`src/rtl/psc_timer16_pkg.sv`:
```
package psc_timer16_pkg;
  localparam int BYTE_W = 8;
  localparam int CNT_W  = 2 * BYTE_W;

  localparam logic [1:0] ADDR_LO   = 2'd0;
  localparam logic [1:0] ADDR_HI   = 2'd1;
  localparam logic [1:0] ADDR_CTRL = 2'd2;
  localparam logic [1:0] ADDR_STAT = 2'd3;

  // bits that exist in the control register (6 and 3 are absent)
  localparam logic [BYTE_W-1:0] CTRL_MASK = 8'hB7;

  typedef struct packed {
    logic incr;
    logic wrLo;
    logic wrHi;
    logic wide;
    logic capHi;
    logic clrFlag;
  } cnt_strobe_t;
endpackage

```
`src/rtl/psc_timer16_datapath.sv`:
```
module psc_timer16_datapath
  import psc_timer16_pkg::*;
(
  input  logic              clk,
  input  logic              rstN,
  input  cnt_strobe_t       strobe,
  input  logic [BYTE_W-1:0] wrData,
  output logic [CNT_W-1:0]  count,
  output logic [BYTE_W-1:0] hiBuf,
  output logic              flag
);
  localparam logic [CNT_W-1:0] CNT_MAX = '1;

  logic wrapNow;
  assign wrapNow = strobe.incr && (count == CNT_MAX);

  always_ff @(posedge clk or negedge rstN) begin
    if (!rstN) begin
      count <= '0;
    end else if (strobe.wrLo) begin
      count <= strobe.wide ? {hiBuf, wrData} : {count[CNT_W-1:BYTE_W], wrData};
    end else if (strobe.wrHi && !strobe.wide) begin
      count <= {wrData, count[BYTE_W-1:0]};
    end else if (strobe.incr) begin
      count <= count + 1'b1;
    end
  end

  always_ff @(posedge clk or negedge rstN) begin
    if (!rstN) begin
      hiBuf <= '0;
    end else if (strobe.wrHi && strobe.wide) begin
      hiBuf <= wrData;
    end else if (strobe.capHi) begin
      hiBuf <= count[CNT_W-1:BYTE_W];
    end
  end

  always_ff @(posedge clk or negedge rstN) begin
    if (!rstN) begin
      flag <= 1'b0;
    end else if (wrapNow) begin
      flag <= 1'b1;
    end else if (strobe.clrFlag) begin
      flag <= 1'b0;
    end
  end

  assert_wrap_sets_flag_R9: assert property (@(posedge clk) disable iff (!rstN)
    (strobe.incr && count == CNT_MAX) |=> (flag && count == '0));

  assert_flag_sticky_R10: assert property (@(posedge clk) disable iff (!rstN)
    (flag && !strobe.clrFlag) |=> flag);

  assert_idle_hold_R3: assert property (@(posedge clk) disable iff (!rstN)
    (!strobe.incr && !strobe.wrLo && !strobe.wrHi) |=> $stable(count));

  assert_hi_write_buffer_only_R8: assert property (@(posedge clk) disable iff (!rstN)
    (strobe.wrHi && strobe.wide && !strobe.wrLo) |=> $stable(count));

  assert_wide_load_R8: assert property (@(posedge clk) disable iff (!rstN)
    (strobe.wrLo && strobe.wide) |=> count == {$past(hiBuf), $past(wrData)});
endmodule

```
`src/rtl/psc_timer16_ctrl.sv`:
```
module psc_timer16_ctrl
  import psc_timer16_pkg::*;
#(
  parameter int TICK_DIV    = 4,
  parameter int SYNC_STAGES = 2
) (
  input  logic              clk,
  input  logic              rstN,
  input  logic [1:0]        busAddr,
  input  logic              busWrEn,
  input  logic              busRdEn,
  input  logic [BYTE_W-1:0] busWrData,
  output logic [BYTE_W-1:0] busRdData,
  input  logic              extClkIn,
  input  logic [CNT_W-1:0]  count,
  input  logic [BYTE_W-1:0] hiBuf,
  input  logic              flag,
  output cnt_strobe_t       strobe
);
  localparam int TICK_W = (TICK_DIV > 1) ? $clog2(TICK_DIV) : 1;
  localparam int PSC_W  = 3;
  localparam logic [TICK_W-1:0] TICK_LAST = TICK_W'(TICK_DIV - 1);

  logic [BYTE_W-1:0] ctrlReg;
  logic runEn, extSel, rawSel, wideMode;
  logic [1:0] pscSel;
  assign runEn    = ctrlReg[0];
  assign extSel   = ctrlReg[1];
  assign rawSel   = ctrlReg[2];
  assign pscSel   = ctrlReg[5:4];
  assign wideMode = ctrlReg[7];

  logic wrLo, wrHi, wrCtrl, wrStat, cntWrite;
  assign wrLo     = busWrEn && (busAddr == ADDR_LO);
  assign wrHi     = busWrEn && (busAddr == ADDR_HI);
  assign wrCtrl   = busWrEn && (busAddr == ADDR_CTRL);
  assign wrStat   = busWrEn && (busAddr == ADDR_STAT);
  assign cntWrite = wrLo || wrHi;

  always_ff @(posedge clk or negedge rstN) begin
    if (!rstN) ctrlReg <= '0;
    else if (wrCtrl) ctrlReg <= busWrData & CTRL_MASK;
  end

  // internal tick
  logic [TICK_W-1:0] tickCnt;
  logic tickPulse;
  assign tickPulse = (tickCnt == TICK_LAST);
  always_ff @(posedge clk or negedge rstN) begin
    if (!rstN) tickCnt <= '0;
    else if (tickPulse) tickCnt <= '0;
    else tickCnt <= tickCnt + 1'b1;
  end

  // external input: synchronizer, bypass mux, edge detector
  logic [SYNC_STAGES-1:0] syncQ;
  logic edgeSrc, edgePrev, extEdge;
  always_ff @(posedge clk or negedge rstN) begin
    if (!rstN) begin
      syncQ <= '0;
    end else begin
      syncQ[0] <= extClkIn;
      for (int i = 1; i < SYNC_STAGES; i++) syncQ[i] <= syncQ[i-1];
    end
  end
  assign edgeSrc = rawSel ? extClkIn : syncQ[SYNC_STAGES-1];
  always_ff @(posedge clk or negedge rstN) begin
    if (!rstN) edgePrev <= 1'b0;
    else edgePrev <= edgeSrc;
  end
  assign extEdge = edgeSrc && !edgePrev;

  // prescaler
  logic cntPulse, pscTerm;
  logic [PSC_W-1:0] pscCnt, pscLimit;
  logic [1:0] activeSel;
  assign cntPulse = runEn && (extSel ? extEdge : tickPulse);
  assign pscLimit = (PSC_W'(1) << activeSel) - PSC_W'(1);
  assign pscTerm  = (pscCnt == pscLimit);

  always_ff @(posedge clk or negedge rstN) begin
    if (!rstN) begin
      pscCnt    <= '0;
      activeSel <= '0;
    end else if (cntWrite) begin
      pscCnt <= '0;
    end else if (cntPulse) begin
      if (pscTerm) begin
        pscCnt    <= '0;
        activeSel <= pscSel;
      end else begin
        pscCnt <= pscCnt + 1'b1;
      end
    end
  end

  always_comb begin
    strobe.incr    = cntPulse && pscTerm && !cntWrite;
    strobe.wrLo    = wrLo;
    strobe.wrHi    = wrHi;
    strobe.wide    = wideMode;
    strobe.capHi   = busRdEn && (busAddr == ADDR_LO) && wideMode;
    strobe.clrFlag = wrStat && !busWrData[0];
  end

  always_comb begin
    unique case (busAddr)
      ADDR_LO:   busRdData = count[BYTE_W-1:0];
      ADDR_HI:   busRdData = wideMode ? hiBuf : count[CNT_W-1:BYTE_W];
      ADDR_CTRL: busRdData = ctrlReg;
      default:   busRdData = {{(BYTE_W-1){1'b0}}, flag};
    endcase
  end

  assert_stopped_no_incr_R3: assert property (@(posedge clk) disable iff (!rstN)
    !runEn |-> !strobe.incr);

  assert_write_beats_pulse_R11: assert property (@(posedge clk) disable iff (!rstN)
    cntWrite |-> !strobe.incr);

  assert_tick_gap_R4: assert property (@(posedge clk) disable iff (!rstN)
    tickPulse |=> !tickPulse);

  assert_reserved_bits_R2: assert property (@(posedge clk) disable iff (!rstN)
    (busAddr == ADDR_CTRL) |-> (busRdData[6] == 1'b0 && busRdData[3] == 1'b0));
endmodule

```
`src/rtl/psc_timer16.sv`:
```
module psc_timer16
  import psc_timer16_pkg::*;
#(
  parameter int TICK_DIV    = 4,
  parameter int SYNC_STAGES = 2
) (
  input  logic       clk,
  input  logic       rstN,
  input  logic [1:0] busAddr,
  input  logic       busWrEn,
  input  logic       busRdEn,
  input  logic [7:0] busWrData,
  output logic [7:0] busRdData,
  input  logic       extClkIn,
  output logic       irq
);
  cnt_strobe_t       strobe;
  logic [CNT_W-1:0]  count;
  logic [BYTE_W-1:0] hiBuf;
  logic              flag;

  psc_timer16_ctrl #(.TICK_DIV(TICK_DIV), .SYNC_STAGES(SYNC_STAGES)) u_ctrl (
    .clk(clk), .rstN(rstN), .busAddr(busAddr), .busWrEn(busWrEn),
    .busRdEn(busRdEn), .busWrData(busWrData), .busRdData(busRdData),
    .extClkIn(extClkIn), .count(count), .hiBuf(hiBuf), .flag(flag),
    .strobe(strobe)
  );

  psc_timer16_datapath u_dp (
    .clk(clk), .rstN(rstN), .strobe(strobe), .wrData(busWrData),
    .count(count), .hiBuf(hiBuf), .flag(flag)
  );

  assign irq = flag;
endmodule

```
`config.mk`:
```
export PLATFORM = sky130hd
export DESIGN_NAME = psc_timer16
export DESIGN_NICKNAME = d
export VERILOG_FILES = /design/src/rtl/psc_timer16_pkg.sv /design/src/rtl/psc_timer16_datapath.sv /design/src/rtl/psc_timer16_ctrl.sv /design/src/rtl/psc_timer16.sv
export SDC_FILE = /design/constraint.sdc
export NUM_CORES = 1
export LEC_CHECK = 0
export ABC_CLOCK_PERIOD_IN_PS = 2300
export BUFFER_PORTS_ARGS = -buffer_cell sky130_fd_sc_hd__clkbuf_2
export CAP_MARGIN = 20
export CORE_ASPECT_RATIO = 0.9
export CORE_MARGIN = 2
export CORE_UTILIZATION = 59
export CTS_CLUSTER_SIZE = 24
export DETAILED_ROUTE_END_ITERATION = 12
export GPL_TIMING_DRIVEN = 0
export PLACE_DENSITY = 0.79
export SKIP_CTS_REPAIR_TIMING = 1
export SYNTH_ARGS = -nofsm -noshare
export SYNTH_HDL_FRONTEND = slang
export SYNTH_SLANG_ARGS = --single-unit
```
`constraint.sdc`:
```
create_clock -name clk -period 2.3 [get_ports clk]
set_input_delay 0.23 -clock clk [delete_from_list [all_inputs] [get_ports clk]]
set_output_delay 0.23 -clock clk [all_outputs]
set_load 0.01 [all_outputs]
```
==> results of run 1 <==
==> routing by layer <==
metal | GRT usage | share of wire | up-vias
li1 | - | - | 1105
met1 | 0.443 | 0.46 | 1121
met2 | 0.470 | 0.45 | 115
met3 | 0.0701 | 0.079 | 17
met4 | 0.0787 | 0.015 | 0
met5 | 0 | 0 | -
==> per-stage QoR <==
step / worst slack (ns) / hold slack [ns] / power [mW] / area (um2) / instances
3_3_place_gp: 0.305 / 0.348 / 2.08 / 2680 / 347
2_1_floorplan: 0.586 / -0.0656 / 1.80 / 2500 / 276
4_1_cts: 0.191 / 0.0527 / 2.57 / 2770 / 355
5_1_grt: 0.0219 / 0.0524 / 2.76 / 2800 / 357
6_report: 0.187 / 0.0526 / 2.59 / 2800 / 357
3_5_place_dp: 0.277 / 0.337 / 2.10 / 2680 / 347
==> worst min path at each step <==
| stage | endpoint | cells after the start | from |
|---|---|---|---|
| after floorplan | u_ctrl.activeSel[0] | 0 | rstN |
| after global placement | u_ctrl.syncQ[1] | 0 | u_ctrl.syncQ[0] |
| after detailed placement | u_ctrl.syncQ[1] | 0 | u_ctrl.syncQ[0] |
| after CTS | u_ctrl.syncQ[0] | 1 | extClkIn |
| after global routing | u_ctrl.syncQ[0] | 1 | extClkIn |
| final | u_ctrl.syncQ[0] | 1 | extClkIn |
==> synth_stat cells (7+ instances only) <==
master     n
a21oi_1   13
a31oi_1    9
clkbuf_1   7
dfrtp_1   41
inv_1      9
mux2_2     8
mux2i_1   11
nand2_1   36
nand3_1    8
nor2_1    21
o21ai_0   14
o22ai_1   11
==> logic make-up (layout without fill, tap and decap cells) <==
kind of cell / Yosys count / in the layout
mux: 20 / 20
flops: 41 / 41
xor+xnor: 1 / 1
buf+inv: 22 / 55
compound gates: 86 / 86
simple gates: 103 / 103
fa+ha+maj: 3 / 3
==> cells in the final DEF, fill, tap and decap left out, types with 5 or more instances in the layout <==
cell type / netlist / layout
a21oi_1: 13 / 13
a31oi_1: 9 / 9
nand2_1: 36 / 36
mux2_2: 8 / 8
inv_1: 9 / 9
nor2_1: 21 / 21
o21ai_0: 14 / 14
clkbuf_8: 0 / 5
o22ai_1: 11 / 11
nand2b_1: 6 / 6
clkbuf_1: 7 / 7
o2bb2ai_1: 5 / 5
nand3_1: 8 / 8
mux2i_1: 11 / 11
nor3_1: 5 / 5
clkbuf_2: 0 / 23
o211ai_1: 5 / 5
dfrtp_1: 41 / 41
nor2b_1: 6 / 6
==> flip-flops by register name (all words and copies together), names as in the netlist <==
| register | flops |
|---|---|
| u_ctrl.syncQ | 2 |
| u_dp.flag | 1 |
| u_ctrl.ctrlReg | 6 |
| u_dp.count | 16 |
| u_ctrl.edgePrev | 1 |
| u_ctrl.activeSel | 2 |
| u_ctrl.tickCnt | 2 |
| u_dp.hiBuf | 8 |
| u_ctrl.pscCnt | 3 |
==> area by class of cell <==
| class | count | area [um2] |
|---|---|---|
| clock buffers | 5 | 68.8 |
| clock inverters | 3 | 17.5 |
| repair buffers | 25 | 145 |
| plain buffers | 13 | 52.6 |
| inverters | 9 | 33.8 |
| well taps | 48 | 60.1 |
| fillers | 344 | 1280 |
| multi-input cells | 213 | 1390 |
| flip-flops and latches | 41 | 1030 |
==> power groups by stage <==
stage / Sequential (mW) / Clock [mW] / Combinational, mW
final: 1.24 / 0.474 / 0.885
after global routing: 1.27 / 0.505 / 0.990
after CTS: 1.22 / 0.481 / 0.875
after detailed placement: 1.23 / 0 / 0.872
after global placement: 1.23 / 0 / 0.852
after floorplan: 1.14 / 0 / 0.662
==> summary.txt, run 1 <==
Run status
  • Status: completed

Yosys
  • Area contributors post-synth: dfrtp_1, nand2_1, mux2i_1, mux2_2, nor2_1
  • Seq cells post-synth: 41
  • Net Count, Synth: a little under 300
  • Warnings, synthesis: 0
  • Cell variety after synth: 53
  • Netlist Area Pre-Place: around 2500 um2
  • Synth Area in Adders: 0.0150
  • Synth Area in Compound Gates: 0.245
  • Largest family of logic cells by synthesized area: compound AO/OA/AOI/OAI gates
  • Synthesized area per cell: between 9 and 10 um2
  • Post-synth top area share: 0.410
  • Post-synth EDFFs: 0
  • Primary FF master, synth: dfrtp_1
  • Xor/xnor share of the synthesized area: 0.00350
  • Seq/Total Area, Yosys: 0.410
  • Synth Area in Simple Gates: 0.203
  • Mux cell area share after synthesis: 0.0890
  • Synth async-reset ratio: 1.00
  • Synth area leader: dfrtp_1
  • Gate Count Post-Synth: approximately 280

Clock network
  • Worst skew pair latency: 0.30 ns
  • Root Buffer: clkbuf_8
  • Worst-path clk slew: 0.08 ns
  • CTS max path bufs: 2
  • CTS tree: built
  • TritonCTS buffer count: 5
  • CTS Sinks: around 40
  • H-tree levels: 2

Setup path
  • Crit path max fanout: 10
  • WP data required: a little over 2 ns
  • Worst Setup SP: u_ctrl.ctrlReg[7]
  • Worst setup EP type: output pin
  • CP Capture Point: busRdData[0]
  • Critical path class: flip-flop to output pin
  • Critical path's slowest cell: mux4_2
  • Crit path DAT: about 1.9 ns
  • Startpoint Class: flip-flop
  • Worst r2r dst: u_dp.count[9]
  • Kind of cell adding the most delay to the critical path: buffers and inverters
  • Crit-path max cell delay: 0.47 ns
  • WP buf/inv: 3
  • Reg2Reg Depth: 5
  • Levels on crit path: 5
  • Reg2Reg Setup Slack: 0.29 ns
  • R2R Path Start: u_ctrl.ctrlReg[2]
  • Sequence of cells on the critical path: clkbuf_1 > buf_2 > o21ai_0 > mux4_2 > clkbuf_2

STA
  • Unrepaired setup endpoints after global routing: no
  • Final Skew: around 0.0075 ns
  • Final hold vios: 0
  • Rel. slew slack: 0.466
  • Final setup violation count: 0
  • Final count of pins violating max slew: 0
  • Tightest Pin Transition: between 0.8 and 0.9 ns
  • Max frequency: about 0.47 GHz
  • Setup TNS: 0 ns
  • Period utilisation layout: 0.919
  • Tmin final: 2.11 ns

Floorplan
  • Top-Level Pins: 24
  • Total die area: roughly 4800 um2
  • Die Ht: 65.8 um
  • Initial Util: 0.615
  • Std cell rows: 22
  • Die outline width: 72.7 um
  • Total core area: approximately 4100 um2

Power
  • Clock share of power: 0.183
  • Internal Power: between 1.5 and 2 mW
  • Switching Fraction: 0.401
  • PwrDens: approximately 930 nW/um2
  • NetSw: 1.04 mW
  • Reg power frac: 0.476
  • Combinational Power Share: 0.341
  • Lkg Pwr: around 1.2 nW
  • VDD IR-drop max: around 580 uV

Routing
  • Routed wire per std cell: 19.2 um
  • DRC Markers: 0
  • Via density: approximately 6.6
  • Detailed Route Iter0 Violations: 238
  • Vias: 2358
  • Post-Route WL: between 6000 and 7000 um
  • Drt first pass iters: 5
  • Antenna Nets Post-Route: 0

Global route
  • Total grt overflow: 0
  • First-pass GRT wire length: about 11000 um
  • Total GRT Usage: 0.308
  • Vias in the first global route: 2202
  • Initial antenna violation count: 0
  • Largest net degree at the start of global routing: 42

Flow run
  • Max-cap violations: 0

Finish
  • Final Util: 0.686
  • Share of layout cells above drive strength 1: 0.165
  • Layout area overhead: 11.6%
  • Number of diodes: 0
  • Layout Nets: between 300 and 400

Placed design
  • Buffers on Ports: 23
  • Gpl congestion: 0.934
  • Dpl hpwl: 4990 um

Hold path
  • Worst Hold Class: input port to flip-flop
Note: power is estimated with default switching activity, not from simulation.
==> run 2: changes to the inputs <==
SYNTH_HIERARCHICAL = 1   (was not set)
==> run 2 against run 1 <==
  * Synthesized area increased by 3.0%
  * Wire length grew 1.9%
  * Worst hold slack lost 0.0046 ns
  * Critical endpoint is now u_dp/count[9]
  * Highest routed layer unchanged
==> summary.txt, run 2 <==
Yosys
  • Post-synth top area share: 0.398 (was 0.410)
  • Xor/xnor share of the synthesized area: 0.0204 (was 0.00350)
  • Top-count cell post-synth: dfrtp_1 (unchanged)
  • Synth Area in Adders: 0.0145 (was 0.0150)
  • Post-synth EDFFs: 0 (unchanged)
  • Synth Area in Simple Gates: 0.221 (was 0.203)
  • Mux cell area share after synthesis: 0.130 (was 0.0890)
  • Gate Count Post-Synth: 261 (was 276)
  • Cell variety after synth: 59 (was 53)
  • Area contributors post-synth: dfrtp_1, mux2i_1, o21ai_0, nand2_1, mux2_2 (was dfrtp_1, nand2_1, mux2i_1, mux2_2, nor2_1)
  • Synth area leader: dfrtp_1 (unchanged)
  • Warnings, synthesis: 6 (was 0)
  • Net Count, Synth: 279 (was 294)
  • Seq/Total Area, Yosys: 0.398 (was 0.410)
  • Synth top cells by count: dfrtp_1, nand2_1, mux2i_1, o21ai_0, nand3_1 (was dfrtp_1, nand2_1, nor2_1)
  • Seq cells post-synth: 41 (unchanged)
  • Synthesized area per cell: 9.88 um2 (was 9.07 um2)
  • Largest family of logic cells by synthesized area: simple AND/OR/NAND/NOR gates (was compound AO/OA/AOI/OAI gates)
  • Synth async-reset ratio: 1.00 (unchanged)
  • Synth Area in Compound Gates: 0.175 (was 0.245)
  • Netlist Area Pre-Place: 2580 um2 (was 2500 um2)
  • Primary FF master, synth: dfrtp_1 (unchanged)

Power
  • NetSw: 930 uW (was 1.04 mW)
  • Reg power frac: 0.458 (was 0.476)
  • VDD IR-drop max: 608 uV (was 579 uV)
  • Lkg Pwr: 1.27 nW (was 1.16 nW)
  • Combinational Power Share: 0.279 (was 0.341)
  • PwrDens: 884 nW/um2 (was 928 nW/um2)
  • Internal Power: 1.73 mW (was 1.55 mW)
  • Tot Pwr: 2.66 mW (was 2.59 mW)
  • Switching Fraction: 0.350 (was 0.401)
  • Clock share of power: 0.263 (was 0.183)

STA
  • Final count of pins violating max slew: 0 (unchanged)
  • Final Skew: 0.00830 ns (was 0.00752 ns)
  • Hold_ws: 0.0481 ns (was 0.0526 ns)
  • Final setup violation count: 0 (unchanged)
  • Tightest Pin Transition: 0.696 ns (was 0.801 ns)
  • Tmin final: 2.28 ns (was 2.11 ns)
  • Period utilisation layout: 0.990 (was 0.919)
  • Post-layout worst setup margin: 0.0230 ns (was 0.187 ns)
  • Max frequency: 0.439 GHz (was 0.473 GHz)
  • Final hold vios: 0 (unchanged)
  • Rel. slew slack: 0.536 (was 0.466)

Routing
  • Antenna Nets Post-Route: 0 (unchanged)
  • Vias: 2378 (was 2358)
  • Post-Route WL: 6990 um (was 6860 um)
  • DRC Markers: 0 (unchanged)
  • Drt first pass iters: 5 (unchanged)
  • Routed wire per std cell: 20.0 um (was 19.2 um)
  • Detailed Route Iter0 Violations: 306 (was 238)
  • Via density: 6.81 (was 6.61)

Finish
  • Storage cell area: 1030 um2 (unchanged)
  • Final Util: 0.729 (was 0.686)
  • Multi-input gate area: 1460 um2 (was 1390 um2)
  • Most common cell after layout, fill and taps aside: dfrtp_1 (unchanged)
  • Number of diodes: 0 (unchanged)
  • Max FFs per register: 16 (unchanged)
  • Layout area overhead: 16.7% (was 11.6%)
  • Commonest non-fill, non-tap cells in the layout: dfrtp_1, nand2_1, clkbuf_2 (unchanged)
  • Layout Nets: 318 (was 326)
  • Share of layout cells above drive strength 1: 0.239 (was 0.165)
  • Post-route cell area: 3010 um2 (was 2800 um2)
  • Regs by FF count: u_dp/count x16, u_dp/hiBuf x8, u_ctrl/ctrlReg x6 (was u_dp.count x16, u_dp.hiBuf x8, u_ctrl.ctrlReg x6)
  • Top reg by flops: u_dp/count (was u_dp.count)
  • FILL cells: 317 (was 344)

Setup path
  • Critical path class: flip-flop to flip-flop (was flip-flop to output pin)
  • WP data required: 2.50 ns (was 2.07 ns)
  • Worst setup EP type: flip-flop (was output pin)
  • Startpoint Class: flip-flop (unchanged)
  • Reg2Reg Depth: 8 (was 5)
  • Critical Path Most Common Cell: and2_4
  • Crit path max fanout: 8 (was 10)
  • Sequence of cells on the critical path: mux2_4 > a32o_2 > and2_4 > and2_4 > buf_8 > o31a_1 > buf_4 > a22o_1 (was clkbuf_1 > buf_2 > o21ai_0 > mux4_2 > clkbuf_2)
  • Crit-path max cell delay: 0.41 ns (was 0.47 ns)
  • Crit path DAT: 2.48 ns (was 1.88 ns)
  • Critical path's slowest cell: dfrtp_1 (was mux4_2)

Clock network
  • Worst-path clk slew: 0.08 ns (about the same)
  • CTS Sinks: 41 (unchanged)
  • Worst skew pair latency: 0.31 ns (was 0.30 ns)
  • CTS max path bufs: 2 (unchanged)
  • CTS tree: built (unchanged)
  • TritonCTS buffer count: 5 (unchanged)
  • H-tree levels: 2 (unchanged)
  • Root Buffer: clkbuf_8 (unchanged)

Placed design
  • Gpl congestion: 0.914 (was 0.934)
  • Buffers on Ports: 22 (was 23)
  • Placed Area: 2750 um2 (was 2680 um2)
  • Dpl hpwl: 4790 um (was 4990 um)
  • Pre-CTS WS: -0.285 ns (was 0.277 ns)

Run status
  • Status: completed (unchanged)

Flow run
  • Max-cap violations: 0 (unchanged)

Global route
  • Vias in the first global route: 2127 (was 2202)
  • Initial antenna violation count: 0 (unchanged)
  • Largest net degree at the start of global routing: 42 (unchanged)
  • Total GRT Usage: 0.303 (was 0.308)
  • First-pass GRT wire length: 11000 um (was 11100 um)
  • Total grt overflow: 0 (unchanged)

Floorplan
  • Std cell rows: 22 (unchanged)
  • Total core area: 4130 um2 (was 4070 um2)
  • Die outline width: 73.7 um (was 72.7 um)
  • Die Ht: 66.7 um (was 65.8 um)
  • Top-Level Pins: 24 (unchanged)
  • Initial Util: 0.625 (was 0.615)
  • Total die area: 4920 um2 (was 4780 um2)

Hold path
  • Hold path cells: 1 (unchanged)
  • Worst Hold Class: input port to flip-flop (unchanged)
==> run 2: changes by cell type after synthesis, sizes merged, moves of 8 or more <==
cell	before	now
a21oi	14	6
mux2i	11	22
nand2	36	25
nor2	21	6
a31oi	9	1
==> run 2: layer usage <==
| metal | up-vias | part of all wire | wire length, um | track usage |
|---|---|---|---|---|
| li1 | 1062 | - | - | - |
| met1 | 1151 | 0.43 | 3030 | 0.428 |
| met2 | 141 | 0.46 | 3180 | 0.468 |
| met3 | 24 | 0.089 | 619 | 0.0439 |
| met4 | 0 | 0.022 | 156 | 0.118 |
| met5 | - | 0 | 0 | 0 |
==> run 2: kinds of logic after synthesis <==
group | count (synthesis)
DFF | 41
and+or+nand+nor | 94
AOI/OAI and AO/OA | 65
buffers and inverters | 21
muxes | 31
adders and majority gates | 3
xor gates and xnor gates | 6
==> run 2: worst max-delay path, delay by kind of cell (launching register included) <==
kind / cells / cell delay, ns
buf+inv: 2 / 0.30
simple gates: 2 / 0.34
flops: 1 / 0.41
compound gates: 3 / 0.80
mux: 1 / 0.31
==> run 2: power groups by stage <==
stage	clock (mW)	sequential, mW	combinational, mW
final	0.699	1.22	0.743
after global routing	0.727	1.26	0.811
after CTS	0.702	1.21	0.696
after detailed placement	0	1.22	0.688
after global placement	0	1.21	0.663
after floorplan	0	1.13	0.514
==> run 2: path summary, 6_finish.rpt <==
check | start | to | slack (ns)
worst min register to register | u_ctrl/syncQ[0] | u_ctrl/syncQ[1] | 0.37
min in group asynchronous | rstN | u_ctrl/pscCnt[0] | 0.47
max in group asynchronous | rstN | u_dp/count[7] | 1.31
worst min-delay path | extClkIn | u_ctrl/syncQ[0] | 0.05
worst max-delay path | u_ctrl/ctrlReg[2] | u_dp/count[9] | 0.02
worst max register to register | u_ctrl/ctrlReg[2] | u_dp/count[9] | 0.02
==> run 2: cell type report <==
type                       count  share of cell area
inverter                       3             0.00374
clock inverter                 3              0.0216
multi-input combinational    199               0.486
buffer                        18              0.0357
sequential                    41               0.341
tap                           48              0.0200
clock buffer                   5              0.0229
timing repair buffer          32              0.0690
==> run 2: stage by stage <==
| stage | TNS, ns | instances |
|---|---|---|
| 3_3_place_gp | -1.36 | 331 |
| 6_report | 0 | 349 |
| 4_1_cts | -1.49 | 339 |
| 5_1_grt | -0.0634 | 349 |
| 2_1_floorplan | 0 | 261 |
| 3_5_place_dp | -2.10 | 331 |
